===== config.mk =====
export PLATFORM = sky130hd
export DESIGN_NAME = frexp_unit
export DESIGN_NICKNAME = d
export VERILOG_FILES = /design/src/rtl/frexp_pkg.sv /design/src/rtl/frexp_unpack.sv /design/src/rtl/frexp_mant.sv /design/src/rtl/frexp_exp.sv /design/src/rtl/frexp_unit.sv
export SDC_FILE = /design/constraint.sdc
export NUM_CORES = 1
export LEC_CHECK = 0
export ABC_AREA = 1
export CORE_MARGIN = 3
export CORE_UTILIZATION = 45
export CTS_CLUSTER_DIAMETER = 150
export DETAILED_ROUTE_END_ITERATION = 16
export GPL_ROUTABILITY_DRIVEN = 1
export GPL_TIMING_DRIVEN = 0
export PLACE_DENSITY = 0.71
export SLEW_MARGIN = 10
export SYNTH_ARGS = -nofsm -noshare
export SYNTH_HDL_FRONTEND = slang
export SYNTH_SLANG_ARGS = --single-unit

===== constraint.sdc =====
create_clock -name clk_i -period 0.8 [get_ports clk_i]
set_input_delay 0.16 -clock clk_i [delete_from_list [all_inputs] [get_ports clk_i]]
set_output_delay 0.16 -clock clk_i [all_outputs]
set_load 0.05 [all_outputs]

===== src/rtl/frexp_pkg.sv =====
`timescale 1ns/1ps
package frexp_pkg;
  localparam int unsigned DATA_W = 32;
  localparam int unsigned EXP_W  = 8;
  localparam int unsigned FRAC_W = 23;
  localparam int unsigned OP_W   = 3;
  localparam int unsigned E_W    = EXP_W + 2;  // unbiased exponent incl. subnormal range
  localparam int unsigned LZ_W   = $clog2(FRAC_W + 1);
  localparam int          BIAS   = (1 << (EXP_W - 1)) - 1;

  typedef enum logic [OP_W-1:0] {
    OP_RCP_MANT  = 3'd0,
    OP_SQRT_MANT = 3'd1,
    OP_RCP_EXP   = 3'd2,
    OP_SQRT_EXP  = 3'd3,
    OP_RSQ_EXP   = 3'd4
  } op_e;

  typedef enum logic [1:0] {
    EK_RCP  = 2'd0,
    EK_SQRT = 2'd1,
    EK_RSQ  = 2'd2
  } exp_kind_e;

  typedef struct packed {
    logic                   sign;
    logic                   is_zero;
    logic                   is_inf;
    logic                   is_nan;
    logic signed [E_W-1:0]  exp;
    logic [FRAC_W-1:0]      frac;  // normalised fraction; raw payload for NaN
  } unpacked_t;
endpackage


===== src/rtl/frexp_unpack.sv =====
`timescale 1ns/1ps
module frexp_unpack
  import frexp_pkg::*;
(
  input  logic [DATA_W-1:0] x_i,
  output unpacked_t         u_o
);
  logic [EXP_W-1:0]  ef;
  logic [FRAC_W-1:0] fr;
  logic [LZ_W-1:0]   lz;
  logic              ef_zero, ef_ones;

  assign ef      = x_i[DATA_W-2 -: EXP_W];
  assign fr      = x_i[FRAC_W-1:0];
  assign ef_zero = (ef == '0);
  assign ef_ones = (ef == '1);

  // leading zeros of the fraction; last hit is the top set bit
  always_comb begin
    lz = LZ_W'(FRAC_W);
    for (int i = 0; i < FRAC_W; i++) begin
      if (fr[i]) lz = LZ_W'(FRAC_W - 1 - i);
    end
  end

  always_comb begin
    u_o.sign    = x_i[DATA_W-1];
    u_o.is_zero = ef_zero && (fr == '0);
    u_o.is_inf  = ef_ones && (fr == '0);
    u_o.is_nan  = ef_ones && (fr != '0);
    if (ef_zero) begin
      u_o.exp  = E_W'(-BIAS) - E_W'(lz);
      u_o.frac = fr << (lz + 1);
    end else begin
      u_o.exp  = E_W'(ef) - E_W'(BIAS);
      u_o.frac = fr;
    end
  end
endmodule


===== src/rtl/frexp_mant.sv =====
`timescale 1ns/1ps
module frexp_mant
  import frexp_pkg::*;
(
  input  unpacked_t         u_i,
  input  logic              sqrt_i,
  output logic [DATA_W-1:0] m_o
);
  localparam logic [EXP_W-1:0] EF_HALF    = EXP_W'(BIAS - 1);
  localparam logic [EXP_W-1:0] EF_QUARTER = EXP_W'(BIAS - 2);

  logic [EXP_W-1:0] ef_out;

  // even e scales by 4, odd e by 2
  assign ef_out = (sqrt_i && !u_i.exp[0]) ? EF_QUARTER : EF_HALF;

  always_comb begin
    if (u_i.is_nan)       m_o = {u_i.sign, {EXP_W{1'b1}}, 1'b1, u_i.frac[FRAC_W-2:0]};
    else if (u_i.is_inf)  m_o = {u_i.sign, {EXP_W{1'b1}}, {FRAC_W{1'b0}}};
    else if (u_i.is_zero) m_o = {u_i.sign, {(DATA_W-1){1'b0}}};
    else                  m_o = {u_i.sign, ef_out, u_i.frac};
  end
endmodule


===== src/rtl/frexp_exp.sv =====
`timescale 1ns/1ps
module frexp_exp
  import frexp_pkg::*;
(
  input  unpacked_t         u_i,
  input  exp_kind_e         kind_i,
  output logic [DATA_W-1:0] e_o
);
  logic signed [DATA_W-1:0] e_w, half_w;

  assign e_w    = {{(DATA_W-E_W){u_i.exp[E_W-1]}}, u_i.exp};
  assign half_w = e_w >>> 1;  // floor(e/2)

  always_comb begin
    if (u_i.is_zero || u_i.is_inf || u_i.is_nan) begin
      e_o = '0;
    end else begin
      unique case (kind_i)
        EK_RCP:  e_o = ~e_w;            // -e-1
        EK_SQRT: e_o = half_w + 1;
        EK_RSQ:  e_o = ~half_w;         // -floor(e/2)-1
        default: e_o = '0;
      endcase
    end
  end
endmodule


===== src/rtl/frexp_unit.sv =====
`timescale 1ns/1ps
module frexp_unit
  import frexp_pkg::*;
(
  input  logic              clk_i,
  input  logic              rst_ni,
  input  logic [OP_W-1:0]   op_i,
  input  logic [DATA_W-1:0] operand_i,
  output logic [DATA_W-1:0] result_o
);
  unpacked_t         unp;
  logic [DATA_W-1:0] mant_w, exp_w, res_d;
  logic              is_sqrt_mant;
  exp_kind_e         kind;

  frexp_unpack u_unpack (.x_i(operand_i), .u_o(unp));

  assign is_sqrt_mant = (op_i == OP_SQRT_MANT);

  always_comb begin
    unique case (op_i)
      OP_SQRT_EXP: kind = EK_SQRT;
      OP_RSQ_EXP:  kind = EK_RSQ;
      default:     kind = EK_RCP;
    endcase
  end

  frexp_mant u_mant (.u_i(unp), .sqrt_i(is_sqrt_mant), .m_o(mant_w));
  frexp_exp  u_exp  (.u_i(unp), .kind_i(kind), .e_o(exp_w));

  always_comb begin
    unique case (op_i)
      OP_RCP_MANT, OP_SQRT_MANT:          res_d = mant_w;
      OP_RCP_EXP, OP_SQRT_EXP, OP_RSQ_EXP: res_d = exp_w;
      default:                            res_d = '0;
    endcase
  end

  always_ff @(posedge clk_i or negedge rst_ni) begin
    if (!rst_ni) result_o <= '0;
    else         result_o <= res_d;
  end
endmodule


==> impl_results.rst <==
.. list-table::
   :header-rows: 1

   * - Metric
     - Value
   * - Result of the run
     - finished, violations left
   * - Violations in the final reports
     - negative hold slack, negative setup slack
   * - Flip-flop and latch count after synthesis
     - 28
   * - Clock slew at the register clock pins of the worst setup and hold paths
     - 0.08 ns
   * - CTS HTree Levels
     - 1
   * - Fill count
     - 529
   * - Largest net degree at the start of global routing
     - 29
   * - Remaining antenna violation count after routing
     - 0
   * - Crit path max-delay cell type
     - sky130_fd_sc_hd__or2_4
   * - CTS Buf Count
     - 3
   * - IR Drop Worst-Case VDD
     - 0.771 mV
   * - Pleak
     - about 2.6 nW
   * - Setup repair after global routing missed its margin
     - yes
   * - TritonRoute pass-1 iters
     - 7
   * - Final number of setup-violating endpoints
     - 60
   * - Register share of total power
     - about a quarter
   * - Setup TNS
     - -63.21 ns
   * - Maximum net fanout on the critical path
     - 7
   * - Share of cells above drive strength 1
     - between 40% and 50%
   * - Endpoint arrival time on the critical path
     - 3.08 ns
   * - Iter 0 DRT Violations
     - 545
   * - Most common cell on crit path
     - sky130_fd_sc_hd__nand2_1
   * - Global-route usage over all layers
     - around a third
   * - Critical Path Source Type
     - input pin
   * - Worst Path Buf+Inv
     - 6
   * - Via count of the first global-routing pass
     - 4189
   * - Yosys warning count
     - 0
   * - Class of the tightest hold or removal check
     - in -> async
   * - Gate power share
     - 61.5%
   * - Cells after synthesis
     - 570
   * - Max-slew violation count
     - 0
   * - Port Buffer Count
     - about 70
   * - Die Outline Area
     - 8450 µm²
   * - Area growth syn-to-layout
     - 64.9%
   * - Hold Worst Slack
     - -0.00734 ns
   * - Vias
     - 4713
   * - Post-Synthesis Mean Instance Area
     - 5.83 µm²
   * - Final WL
     - 14200 µm
   * - # DRC
     - 0
   * - Critical Path RT
     - a little under 1 ns
   * - Starting utilization of the core area
     - between 40% and 50%
   * - Proportion of synthesized chip area in sequential cells
     - 21.1%
   * - Total net switching power
     - approximately 2.8 mW
   * - Max FFs per register
     - 28
   * - Average vias per placed instance
     - ~6.0
   * - Share of the clock period used by the worst path
     - 362%
   * - Met2 capacity usage during global routing
     - about half
   * - Max-slew headroom
     - 54.4%
   * - Type of destination of the critical path
     - flip-flop
   * - Achievable Freq
     - roughly 0.35 GHz
   * - Storage cell area
     - 704 µm²
   * - DP Worst Slack
     - -3.21 ns
   * - Width of the chip
     - 91.9 µm
   * - Start-to-end type of the worst setup path
     - in -> reg
   * - Total area of multi-input combinational cells
     - 2810 µm²
   * - Placed inst area
     - 4330 µm²
   * - Antenna violations before repair
     - 0
   * - Crit path time final
     - 2.90 ns
   * - Fraction of met1 tracks used by global routing
     - 42.4%
   * - Sw frac
     - 44.3%
   * - Power per cell area
     - 1160 nW/µm²
   * - Final core occ
     - 78.5%
   * - GRT Residual Overflow
     - 0
   * - Total of max-cap violations
     - 0
   * - M3 GR Usage
     - ~3.8%
   * - Clock tree from TritonCTS
     - built
   * - Transition at the pin with the smallest max-transition slack
     - 0.682 ns
   * - Total inserted antenna cells
     - 0
   * - Synth cell types
     - 40
   * - Root cell of the clock tree
     - sky130_fd_sc_hd__clkbuf_8
   * - Placement Rows
     - 30
   * - Routability Congestion
     - just under 1
   * - Largest register by flop count
     - result_o
   * - Total I/O pin count
     - about 70
   * - Clk network pwr share
     - a little over an eighth
   * - DIE HEIGHT
     - 91.9 µm
   * - Fin nets
     - between 700 and 800
   * - Number of clock sinks
     - 28
   * - Core Footprint
     - between 6000 and 7000 µm²
   * - Highest cell delay on the worst timing path
     - 0.25 ns
   * - Drt wl/cell
     - between 15 and 20 µm
   * - Most utilized layer in the global route result
     - met2
   * - Wire length of the first global-routing pass
     - 21200 µm
   * - Design Area, Final
     - 5480 µm²
   * - Hpwl dp
     - 9610 µm
   * - Internal power summed over all cells
     - 3.53 mW
   * - Post-Synthesis Net Count
     - about 610
   * - Cell type group with the largest total delay on the critical path
     - simple AND/OR/NAND/NOR gates
   * - Largest buffer count on any clock path
     - 2
   * - Setup WS post-layout
     - -2.10 ns
   * - Final hold violation count
     - 28
   * - Top Registers
     - result_o (28)
   * - Synth Cell Area
     - 3320 µm²
-- power by group through the flow --
stage          Sequential [mW]  Clock [mW]  Combinational [mW]
3_5_place_dp              1.61           0                2.96
3_3_place_gp              1.60           0                2.94
2_1_floorplan             2.06           0                1.55
6_report                  1.60       0.831                3.90
4_1_cts                   1.60       0.848                3.47
5_1_grt                   1.62       0.907                4.10
-- Yosys cell counts (all sizes together) --
master,instances,share of area (%)
a21boi,3,0.68
a21o,1,0.23
a21oi,29,4.4
a31oi,4,0.75
and2,3,0.56
buf,16,3.8
clkbuf,12,1.4
clkinv,2,0.23
dfrtp,28,21
ha,7,2.6
inv,67,7.6
nand2,186,22
nand3,88,14
nand4,2,0.38
nor2,37,4.7
nor3,6,1.1
nor3b,1,0.23
nor4,2,0.83
o211ai,9,2.0
o21ai,52,8.4
o221a,1,0.34
o221ai,3,0.79
o22ai,4,0.75
o31ai,1,0.38
or2,1,0.19
xor2,5,1.3
-- cell usage in the layout (no fill, tap or decap), types with 5 or more instances in the layout --
| master | netlist | routed |
|---|---|---|
| sky130_fd_sc_hd__nand2_1 | 179 | 137 |
| sky130_fd_sc_hd__inv_1 | 62 | 52 |
| sky130_fd_sc_hd__nand3_1 | 84 | 51 |
| sky130_fd_sc_hd__buf_6 | 6 | 48 |
| sky130_fd_sc_hd__buf_4 | 4 | 45 |
| sky130_fd_sc_hd__nand2_2 | 7 | 38 |
| sky130_fd_sc_hd__nand3_2 | 4 | 35 |
| sky130_fd_sc_hd__dfrtp_1 | 28 | 27 |
| sky130_fd_sc_hd__o21ai_1 | 27 | 24 |
| sky130_fd_sc_hd__a21oi_1 | 29 | 24 |
| sky130_fd_sc_hd__nor2_1 | 32 | 18 |
| sky130_fd_sc_hd__o21ai_2 | 5 | 14 |
| sky130_fd_sc_hd__clkdlybuf4s50_1 | 0 | 13 |
| sky130_fd_sc_hd__dlygate4sd2_1 | 0 | 13 |
| sky130_fd_sc_hd__inv_2 | 5 | 12 |
| sky130_fd_sc_hd__nor2_2 | 4 | 11 |
| sky130_fd_sc_hd__o21ai_0 | 20 | 11 |
| sky130_fd_sc_hd__nand2_4 | 0 | 10 |
| sky130_fd_sc_hd__o211ai_1 | 9 | 9 |
| sky130_fd_sc_hd__buf_8 | 0 | 8 |
| sky130_fd_sc_hd__nor2_4 | 1 | 8 |
| sky130_fd_sc_hd__clkbuf_1 | 12 | 6 |
| sky130_fd_sc_hd__nor3_1 | 5 | 5 |
| sky130_fd_sc_hd__xor2_1 | 5 | 5 |
| sky130_fd_sc_hd__clkbuf_8 | 0 | 5 |
-- through the flow --
stage	total power, mW	cells
after floorplan	3.61	570
after global placement	4.54	734
after detailed placement	4.57	734
after CTS	5.93	786
after global routing	6.62	792
final	6.33	792
-- layer usage --
layer	vias to the layer above	share of wire (%)
met5	-	0
met3	83	11
met4	0	5.7
met2	343	45
met1	2154	38
li1	2133	-
-- cells by family (layout without fill, tap and decap cells) --
| group | count (synthesis) | after routing | share of synthesized area, % |
|---|---|---|---|
| simple gates | 326 | 326 | 43.3 |
| compound gates | 107 | 107 | 18.7 |
| buf+inv | 97 | 223 | 12.9 |
| flops | 28 | 28 | 21.1 |
| fa+ha+maj | 7 | 7 | 2.64 |
| xor+xnor | 5 | 5 | 1.32 |
-- layout make-up --
cell class / count / share of cell area (%)
plain buffers: 27 / 5.55
clock buffers: 4 / 1.00
inverters: 69 / 5.27
multi-input cells: 445 / 51.3
flip-flops and latches: 28 / 12.9
well taps: 96 / 2.19
repair buffers: 123 / 21.8
-- worst max path at each step --
stage	from	end	slack [ns]	cells after the start
6_report	operand_i[1]	result_o[4]$_DFF_PN0_	-2.10	35
5_1_grt	operand_i[1]	result_o[23]$_DFF_PN0_	-2.23	28
4_1_cts	operand_i[1]	result_o[2]$_DFF_PN0_	-2.00	35
3_5_place_dp	operand_i[1]	result_o[22]$_DFF_PN0_	-3.21	36
3_3_place_gp	operand_i[1]	result_o[22]$_DFF_PN0_	-3.19	36
2_1_floorplan	operand_i[1]	result_o[2]$_DFF_PN0_	-1.74	34
-- repair_timing --
item / CTS / global route
buffers inserted: 45 / 6
endpoints found under the setup margin: 88 / 60
gates resized for setup: 365 / 84
cloned: 4 / 0
pin swaps: 40 / 49
hold buffers: 0 / 0
No activity file was read; power rests on OpenSTA's default activity.
